**src/rtl/mig_pkg.sv**
```systemverilog
// Package: shared sequencer state encoding for the live state migrator.
// Assumes: one migration runs at a time; the state order is the step order.
package mig_pkg;
    typedef enum logic [2:0] {
        MS_IDLE     = 3'd0,
        MS_STEER    = 3'd1,
        MS_CAPTURE  = 3'd2,
        MS_UNCAP    = 3'd3,
        MS_UNSTEER  = 3'd4,
        MS_PARALLEL = 3'd5,
        MS_RELEASE  = 3'd6,
        MS_DONE     = 3'd7
    } mig_state_e;
endpackage

```
**src/rtl/mig_store.sv**
```systemverilog
// Module: one storage bit with enable. The variant is chosen by parameter:
// an edge-triggered flop (default), or a transparent latch whose gate is the
// enable, holding data when the gate falls. Assumes: reset is active low,
// synchronous in the flop variant and level-acting in the latch variant.
module mig_store #(
    parameter bit USE_LATCH = 1'b0
) (
    input  logic clk,
    input  logic rst_n,
    input  logic en,
    input  logic d,
    output logic q
);
    generate
        if (USE_LATCH) begin : g_latch
            logic q_l;
            // Transparent while the gate is high, holds on its falling edge.
            always_latch begin
                if (!rst_n)  q_l = 1'b0;
                else if (en) q_l = d;
            end
            assign q = q_l;
        end else begin : g_flop
            logic q_r;
            // Edge-triggered load when enabled.
            always_ff @(posedge clk) begin
                if (!rst_n)  q_r <= 1'b0;
                else if (en) q_r <= d;
            end
            assign q = q_r;
        end
    endgenerate
endmodule

```
**src/rtl/mig_seq.sv**
```systemverilog
// Module: migration step sequencer. It steps idle -> steer -> capture (held
// CAP_CYCLES clocks) -> uncapture -> unsteer -> parallel (held PAR_CYCLES
// clocks) -> release -> done. Assumes: start is ignored unless idle or done;
// the tracking flag stays set once the capture window has closed, until reset.
module mig_seq
    import mig_pkg::*;
#(
    parameter int CAP_CYCLES = 3,
    parameter int PAR_CYCLES = 1
) (
    input  logic clk,
    input  logic rst_n,
    input  logic start,
    output logic steer,
    output logic capture,
    output logic track,
    output logic use_rep,
    output logic busy,
    output logic done
);
    localparam int HOLD_MAX = (CAP_CYCLES > PAR_CYCLES) ? CAP_CYCLES : PAR_CYCLES;
    localparam int CW       = $clog2(HOLD_MAX + 1);
    localparam logic [CW-1:0] CAP_LAST = CW'(CAP_CYCLES - 1);
    localparam logic [CW-1:0] PAR_LAST = CW'(PAR_CYCLES - 1);

    mig_state_e    state_q;
    logic [CW-1:0] hold_q;
    logic          track_q;

    // Step register, hold counter and post-capture tracking flag.
    always_ff @(posedge clk) begin
        if (!rst_n) begin
            state_q <= MS_IDLE;
            hold_q  <= '0;
            track_q <= 1'b0;
        end else begin
            case (state_q)
                MS_IDLE, MS_DONE: begin
                    if (start) state_q <= MS_STEER;
                    hold_q <= '0;
                end
                MS_STEER: state_q <= MS_CAPTURE;
                MS_CAPTURE: begin
                    if (hold_q == CAP_LAST) begin
                        state_q <= MS_UNCAP;
                        hold_q  <= '0;
                        track_q <= 1'b1;
                    end else begin
                        hold_q <= hold_q + CW'(1);
                    end
                end
                MS_UNCAP:   state_q <= MS_UNSTEER;
                MS_UNSTEER: state_q <= MS_PARALLEL;
                MS_PARALLEL: begin
                    if (hold_q == PAR_LAST) begin
                        state_q <= MS_RELEASE;
                        hold_q  <= '0;
                    end else begin
                        hold_q <= hold_q + CW'(1);
                    end
                end
                MS_RELEASE: state_q <= MS_DONE;
                default:    state_q <= MS_IDLE;
            endcase
        end
    end

    // Decode the per-step controls from the current step.
    always_comb begin
        steer   = (state_q == MS_STEER) || (state_q == MS_CAPTURE) || (state_q == MS_UNCAP);
        capture = (state_q == MS_CAPTURE);
        use_rep = (state_q == MS_RELEASE) || (state_q == MS_DONE);
        busy    = (state_q != MS_IDLE) && (state_q != MS_DONE);
        done    = (state_q == MS_DONE);
        track   = track_q;
    end
endmodule

```
**src/rtl/mig_cell.sv**
```systemverilog
// Module: one cell of the bank: the original bit, its replica bit, and the
// transfer path between them. The live enable picks what the replica is
// offered: the original's held value, or the data the original is loading.
// Assumes: steer, capture and track come from the sequencer.
module mig_cell #(
    parameter bit USE_LATCH = 1'b0
) (
    input  logic clk,
    input  logic rst_n,
    input  logic ce,
    input  logic nd,
    input  logic steer,
    input  logic capture,
    input  logic track,
    output logic orig_q,
    output logic rep_q
);
    logic xfer;
    logic rep_d;
    logic rep_en;

    // Transfer selector and replica input steering.
    always_comb begin
        xfer   = ce ? nd : orig_q;
        rep_d  = steer ? xfer : nd;
        rep_en = capture | (track & ce);
    end

    mig_store #(.USE_LATCH(USE_LATCH)) u_orig (
        .clk(clk), .rst_n(rst_n), .en(ce), .d(nd), .q(orig_q)
    );

    mig_store #(.USE_LATCH(USE_LATCH)) u_rep (
        .clk(clk), .rst_n(rst_n), .en(rep_en), .d(rep_d), .q(rep_q)
    );
endmodule

```
**src/rtl/live_state_migrator.sv**
```systemverilog
// Module: top of the live state migrator. It holds NCELLS independent cells,
// one sequencer, and the handover selector. Assumes: ce and nxt_d are
// synchronous to clk, and start is a level sampled on each clock.
module live_state_migrator #(
    parameter int NCELLS     = 4,
    parameter int CAP_CYCLES = 3,
    parameter int PAR_CYCLES = 1,
    parameter bit USE_LATCH  = 1'b0
) (
    input  logic              clk,
    input  logic              rst_n,
    input  logic              start,
    input  logic [NCELLS-1:0] ce,
    input  logic [NCELLS-1:0] nxt_d,
    output logic [NCELLS-1:0] orig_q,
    output logic [NCELLS-1:0] rep_q,
    output logic [NCELLS-1:0] hand_q,
    output logic              use_replica,
    output logic              busy,
    output logic              done
);
    logic steer;
    logic capture;
    logic track;

    mig_seq #(.CAP_CYCLES(CAP_CYCLES), .PAR_CYCLES(PAR_CYCLES)) u_seq (
        .clk(clk), .rst_n(rst_n), .start(start),
        .steer(steer), .capture(capture), .track(track),
        .use_rep(use_replica), .busy(busy), .done(done)
    );

    generate
        for (genvar i = 0; i < NCELLS; i++) begin : g_cell
            mig_cell #(.USE_LATCH(USE_LATCH)) u_cell (
                .clk(clk), .rst_n(rst_n), .ce(ce[i]), .nd(nxt_d[i]),
                .steer(steer), .capture(capture), .track(track),
                .orig_q(orig_q[i]), .rep_q(rep_q[i])
            );
        end
    endgenerate

    // Handover selector: original bank until the switch, then the replica.
    always_comb hand_q = use_replica ? rep_q : orig_q;
endmodule

```
**config.mk**
```make
export PLATFORM = sky130hd
export DESIGN_NAME = live_state_migrator
export DESIGN_NICKNAME = d
export VERILOG_FILES = /design/src/rtl/mig_pkg.sv /design/src/rtl/mig_store.sv /design/src/rtl/mig_seq.sv /design/src/rtl/mig_cell.sv /design/src/rtl/live_state_migrator.sv
export SDC_FILE = /design/constraint.sdc
export NUM_CORES = 1
export LEC_CHECK = 0
export BUFFER_PORTS_ARGS = -buffer_cell sky130_fd_sc_hd__buf_4
export CAP_MARGIN = 10
export CORE_MARGIN = 4
export CORE_UTILIZATION = 56
export CTS_BUF_LIST = sky130_fd_sc_hd__clkbuf_8
export DETAILED_ROUTE_END_ITERATION = 7
export GPL_TIMING_DRIVEN = 0
export PLACE_DENSITY_LB_ADDON = 0.08
export SLEW_MARGIN = 20
export SYNTH_ARGS = -nofsm -noshare
export SYNTH_HDL_FRONTEND = slang
export SYNTH_SLANG_ARGS = --single-unit
```
**constraint.sdc**
```tcl
create_clock -name clk -period 2.66 [get_ports clk]
set_input_delay 0.399 -clock clk [delete_from_list [all_inputs] [get_ports clk]]
set_output_delay 0.399 -clock clk [all_outputs]
set_load 0.03 [all_outputs]
```
==> results.toml, run 1 <==
[die]
dieArea_sq_um = 2250
fp.coreArea_sq_um = 1380
ioPinCount = 26
die_width_um = 47.5
initial_utilization = 0.631
num_rows = 13
die_y_um = 47.5

[cts]
htreeDepth = 1
clkTransAtPathRegs_ns = 0.06
clockRootBuffer = "clkbuf_8"
cts_max_path_buffers = 2
clkLatencyLatePin_ns = 0.25
cts_tree = "yes"
cts.sinks = 14
post_cts_buffers = 0
cts_resized = 0
cts_hold_buf = 0
numCtsBuffers = 3

[placed_design]
dp.cells = 137
dp_hpwl_um = 1430
place_area_sq_um = 1080
pre_cts_ws_ns = 1.03
routabilityCongestion = 0.851
io_buffers = 25

[critical_path]
worstSetupPathType = "reg -> out"
critPathSlowestCell = "mux2_2"
crit_chain = "buf_4 -> nand2_1 -> mux2_2 -> buf_4"
cp_top_family = "multiplexers"
cpPeakStageDelay_ns = 0.37
cp.required_ns = 2.26
cp-start-kind = "register"
worst-path-buf-inv = 2
worstPathArrival_ns = 1.49
path_common_cell = "buf_4"
cp_max_fo = 9
worstSetupEndpointType = "output pin"

[timing]
fin_ws_ns = 0.767
min_period_over_period = 0.712
finalHoldViolCount = 0
drv_slew = 0
fin_tns_setup_ns = 0
min_period_ns = 1.89
setup_viol = 0
worstMarginPinSlew_ns = 0.429
clock-skew-final_ns = 0.00417
rsz0062_at_grt = "false"
slew_headroom = 0.714
max_freq_mhz = 528

[drt]
wl_met1_um = 816
ant_nets = 0
routed-wl-met3_um = 126
vias_per_cell = 5.39
drc = 0
drt_iter0_markers = 6
dr.pass1.iters = 4
wl_per_cell_um = 13.6
vias = 755
routed_wl_um = 1900
wl_met2_um = 901
top_layer = "met4"

[power_and_ir_drop]
finalPower_mw = 0.587
power.density_nw_per_um2 = 524
ir_drop_mv = 0.386
power.leakage_nw = 0.553

[min_path]
hold_path_class = "in -> reg"

[global_route]
grt_use_total = 0.198
grt_max_degree = 11
antenna_found_initial = 0
grt_pass1_vias = 717
grt_first_pass_wirelength_um = 3080
overflow = 0

[finish]
final_common_cell = "buf_4"
drive_gt1_frac = 0.352
fillers = 93
fin_nets = 143
fin_area_sq_um = 1120
synthToLayoutAreaGrowth_pct = 28.4
n_antenna_cell = 0
stdcell_count = 140
final_cell_mix = "34 x buf_4, 14 x dfxtp_1, 11 x a21oi_1"

[yosys]
synth_seq_cells = 14
yosysSeqAreaShare = 0.321
synth_nets = 113
syn_area_per_cell_sq_um = 8.99
yosysWarnings = 0
syn-cell-area_sq_um = 872
ys_types = 23
syn-instance-count = 97

[run]
max-cap-violations = 0

[status]
status = "finished, final reports clean"
## per-layer routing
layer / vias up / track usage
met2: 30 / 0.321
met1: 334 / 0.234
met4: 0 / 0.144
li1: 383 / -
met3: 8 / 0.0338
met5: - / 0
## layout make-up
| cell class | count | area [sq um] | share of cell area |
|---|---|---|---|
| Timing Repair Buffer | 25 | 188 | 0.168 |
| Multi-Input combinational cell | 65 | 475 | 0.425 |
| Clock buffer | 3 | 41.3 | 0.0369 |
| Buffer | 12 | 93.8 | 0.0838 |
| Tap cell | 15 | 18.8 | 0.0168 |
| Inverter | 6 | 22.5 | 0.0201 |
| Sequential cell | 14 | 280 | 0.250 |
## power by group
part | internal, mW | switching, mW
Clock | 0.100 | 0.0740
Combinational | 0.0815 | 0.0942
Sequential | 0.226 | 0.0116
## cell usage after synthesis
library cell | n | area share
dfxtp_1 | 14 | 0.32
o21bai_1 | 1 | 0.0086
ha_1 | 5 | 0.072
buf_4 | 9 | 0.077
mux2i_1 | 9 | 0.10
a21boi_0 | 1 | 0.0086
nor3_1 | 3 | 0.017
mux2_2 | 4 | 0.052
o21ai_0 | 4 | 0.023
a21o_1 | 4 | 0.034
inv_1 | 6 | 0.026
clkbuf_1 | 1 | 0.0043
nor2b_1 | 6 | 0.043
nor3b_4 | 1 | 0.022
buf_6 | 2 | 0.026
a22oi_1 | 2 | 0.017
nor2_1 | 6 | 0.026
a21oi_1 | 11 | 0.063
o21ai_1 | 4 | 0.023
nand2_1 | 1 | 0.0043
o211a_1 | 1 | 0.011
and3b_1 | 1 | 0.010
nand4_1 | 1 | 0.0072
## per-stage QoR
step,utilization,hold WS (ns)
floorplan,-,0.504
global route,0.810,0.426
CTS,0.810,0.407
finish,0.810,0.406
global placement,0.780,0.526
detailed placement,0.780,0.536
## registers in the layout, indices dropped and copies added, names as in the netlist
name,flops
u_seq.state_q,3
u_seq.track,1
g_cell.u_cell.u_orig.q,4
u_seq.hold_q,2
g_cell.u_cell.u_rep.q,4
## worst reg2reg max path, delay by kind of cell, from the launching register on
family	cells	cell delay (ns)
DFF	1	0.32
buffers and inverters	1	0.17
muxes	1	0.20
AOI/OAI and AO/OA	2	0.33
and+or+nand+nor	1	0.17
## kinds of logic after synthesis
family,Yosys count,share of synthesized area
compound gates,28,0.189
fa+ha+maj,5,0.0717
buf+inv,18,0.133
flops,14,0.321
mux,13,0.155
simple gates,19,0.129
## worst paths after layout
check	cells past startpoint	to	slack (ns)	start
max	4	hand_q[3]	0.77	u_seq.state_q[2]$_SDFFE_PN0P_
min	2	g_cell[2].u_cell.u_orig.q$_SDFF_PN0_	0.41	rst_n
max reg2reg	5	g_cell[1].u_cell.u_rep.q$_SDFFE_PN0P_	1.37	u_seq.state_q[2]$_SDFFE_PN0P_
min reg2reg	2	g_cell[2].u_cell.u_rep.q$_SDFFE_PN0P_	0.54	g_cell[2].u_cell.u_rep.q$_SDFFE_PN0P_
(Power assumes the default switching activity.)
==> inputs of run 2 (changes only) <==
--- a/config.mk
+++ b/config.mk
@@ -8,7 +8,7 @@
 export BUFFER_PORTS_ARGS = -buffer_cell sky130_fd_sc_hd__buf_4
 export CAP_MARGIN = 10
 export CORE_MARGIN = 4
-export CORE_UTILIZATION = 56
+export CORE_UTILIZATION = 47
 export CTS_BUF_LIST = sky130_fd_sc_hd__clkbuf_8
 export DETAILED_ROUTE_END_ITERATION = 7
 export GPL_TIMING_DRIVEN = 0
==> constraint.sdc (replaced) <==
create_clock -name clk -period 1.6 [get_ports clk]
set_input_delay 0.24 -clock clk [delete_from_list [all_inputs] [get_ports clk]]
set_output_delay 0.24 -clock clk [all_outputs]
set_load 0.03 [all_outputs]
==> run 2 against run 1 <==
Effect of this change:
- worst hold slack got worse by 0.15 ns
- clock skew rose by 0.0013 ns
- largest power group unchanged
- non-clock buffer count did not move
- utilization fell by 14 points
- cell count rose by 7.9%
- die area rose by 16%
- first-iteration DRC count did not move
- clock power rose by 97%
==> results.toml, run 2 (synthesized netlist as in run 1, its figures left out) <==
[die]
fp.coreArea_sq_um = 1750
dieArea_sq_um = 2610
ioPinCount = 26
die_width_um = 51.1
num_rows = 15
die_y_um = 51.1
initial_utilization = 0.500

[run]
max-cap-violations = 0

[global_route]
grt_pass1_vias = 672
antenna_found_initial = 0
grt_max_degree = 11
grt_use_total = 0.148
overflow = 0
grt_first_pass_wirelength_um = 2960

[power_and_ir_drop]
finalPower_mw = 1.03
power.density_nw_per_um2 = 883
ir_drop_mv = 0.685
power.leakage_nw = 0.562

[cts]
cts_tree = "yes"
post_cts_buffers = 0
clkLatencyLatePin_ns = 0.24
cts.sinks = 14
clkTransAtPathRegs_ns = 0.06
numCtsBuffers = 3
htreeDepth = 1
clockRootBuffer = "clkbuf_8"
cts_max_path_buffers = 2

[drt]
wl_per_cell_um = 11.8
drc = 0
routed_wl_um = 1780
vias_per_cell = 4.81
drt_iter0_markers = 6
ant_nets = 0
vias = 727
dr.pass1.iters = 4

[finish]
final_cell_mix = "33 x buf_4, 14 x dfxtp_1, 11 x a21oi_1"
drive_gt1_frac = 0.365
seqCellArea_sq_um = 280
n_antenna_cell = 0
synthToLayoutAreaGrowth_pct = 33.7
fillers = 158
final_common_cell = "buf_4"
multi_input_area_sq_um = 492
fin_nets = 143

[status]
status = "finished, final reports clean"

[timing]
max_freq_mhz = 648
min_period_ns = 1.54
hold_ws_ns = 0.255
setup_viol = 0
rsz0062_at_grt = "false"
worstMarginPinSlew_ns = 0.391
slew_headroom = 0.739
min_period_over_period = 0.965
finalHoldViolCount = 0
clock-skew-final_ns = 0.00544
fin_tns_setup_ns = 0
drv_slew = 0

[min_path]
hold_path_class = "in -> reg"

[critical_path]
cp-start-kind = "register"
worstPathArrival_ns = 1.30
crit_chain = "buf_6 -> nand2_8 -> mux2_2 -> buf_4"
critPathSlowestCell = "mux2_2"
cp_max_fo = 9
cp.required_ns = 1.36
cpPeakStageDelay_ns = 0.33
worstSetupEndpointType = "output pin"
worstSetupPathType = "reg -> out"

[placed_design]
io_buffers = 25
dp_hpwl_um = 1340
routabilityCongestion = 0.838
run 2: cell count changes in the layout (fill, tap and decap cells not counted):
cell / before / now
nand2_1: 1 / 0
buf_6: 2 / 3
nand2_8: 0 / 1
buf_4: 34 / 33
clkbuf_8: 3 / 4
run 2: timing repair:
action	4_1_cts	5_1_grt
endpoints found under the setup margin	4	4
pin swaps	0	0
hold buffers	0	0
resized for setup	2	2
run 2: final timing paths:
check	startpoint	to	slack, ns	cells after the start
worst max register to register	u_seq.state_q[2]$_SDFFE_PN0P_	g_cell[0].u_cell.u_rep.q$_SDFFE_PN0P_	0.34	5
worst max-delay path	u_seq.state_q[2]$_SDFFE_PN0P_	hand_q[2]	0.06	4
worst min-delay path	rst_n	g_cell[2].u_cell.u_orig.q$_SDFF_PN0_	0.25	2
worst min register to register	g_cell[2].u_cell.u_rep.q$_SDFFE_PN0P_	g_cell[2].u_cell.u_rep.q$_SDFFE_PN0P_	0.54	2
run 2: metrics by stage:
step	std cells	instance area, sq um	setup slack [ns]	utilization
final	151	1170	0.0562	0.668
after global routing	151	1170	0.00887	0.668
after CTS	151	1150	0.00172	0.661
after detailed placement	147	1090	0.128	0.625
after global placement	147	1090	0.138	0.625
after floorplan	97	872	0.00707	-
run 2: per-layer routing:
metal,vias to the layer above,part of all wire,global-route usage
li1,386,-,-
met5,-,0,0
met2,19,0.48,0.236
met3,2,0.047,0.0262
met1,320,0.47,0.203
met4,0,0.0084,0.0404
run 2: layout make-up:
class                   count  share of cell area
flip-flops and latches     14               0.240
repair buffers             25               0.161
inverters                   6              0.0193
clock buffers               4              0.0472
plain buffers              12              0.0837
well taps                  25              0.0268
multi-input cells          65               0.422
run 2: critical path, delay by kind of cell, from the launching register on:
kind / cells / cell delay (ns)
buf+inv: 2 / 0.32
simple gates: 1 / 0.09
flops: 1 / 0.32
mux: 1 / 0.33
run 2: power by group:
group,switching [mW],internal [mW],leakage [nW]
clock,0.126,0.218,0.0288
combinational,0.156,0.137,0.419
sequential,0.0188,0.375,0.115
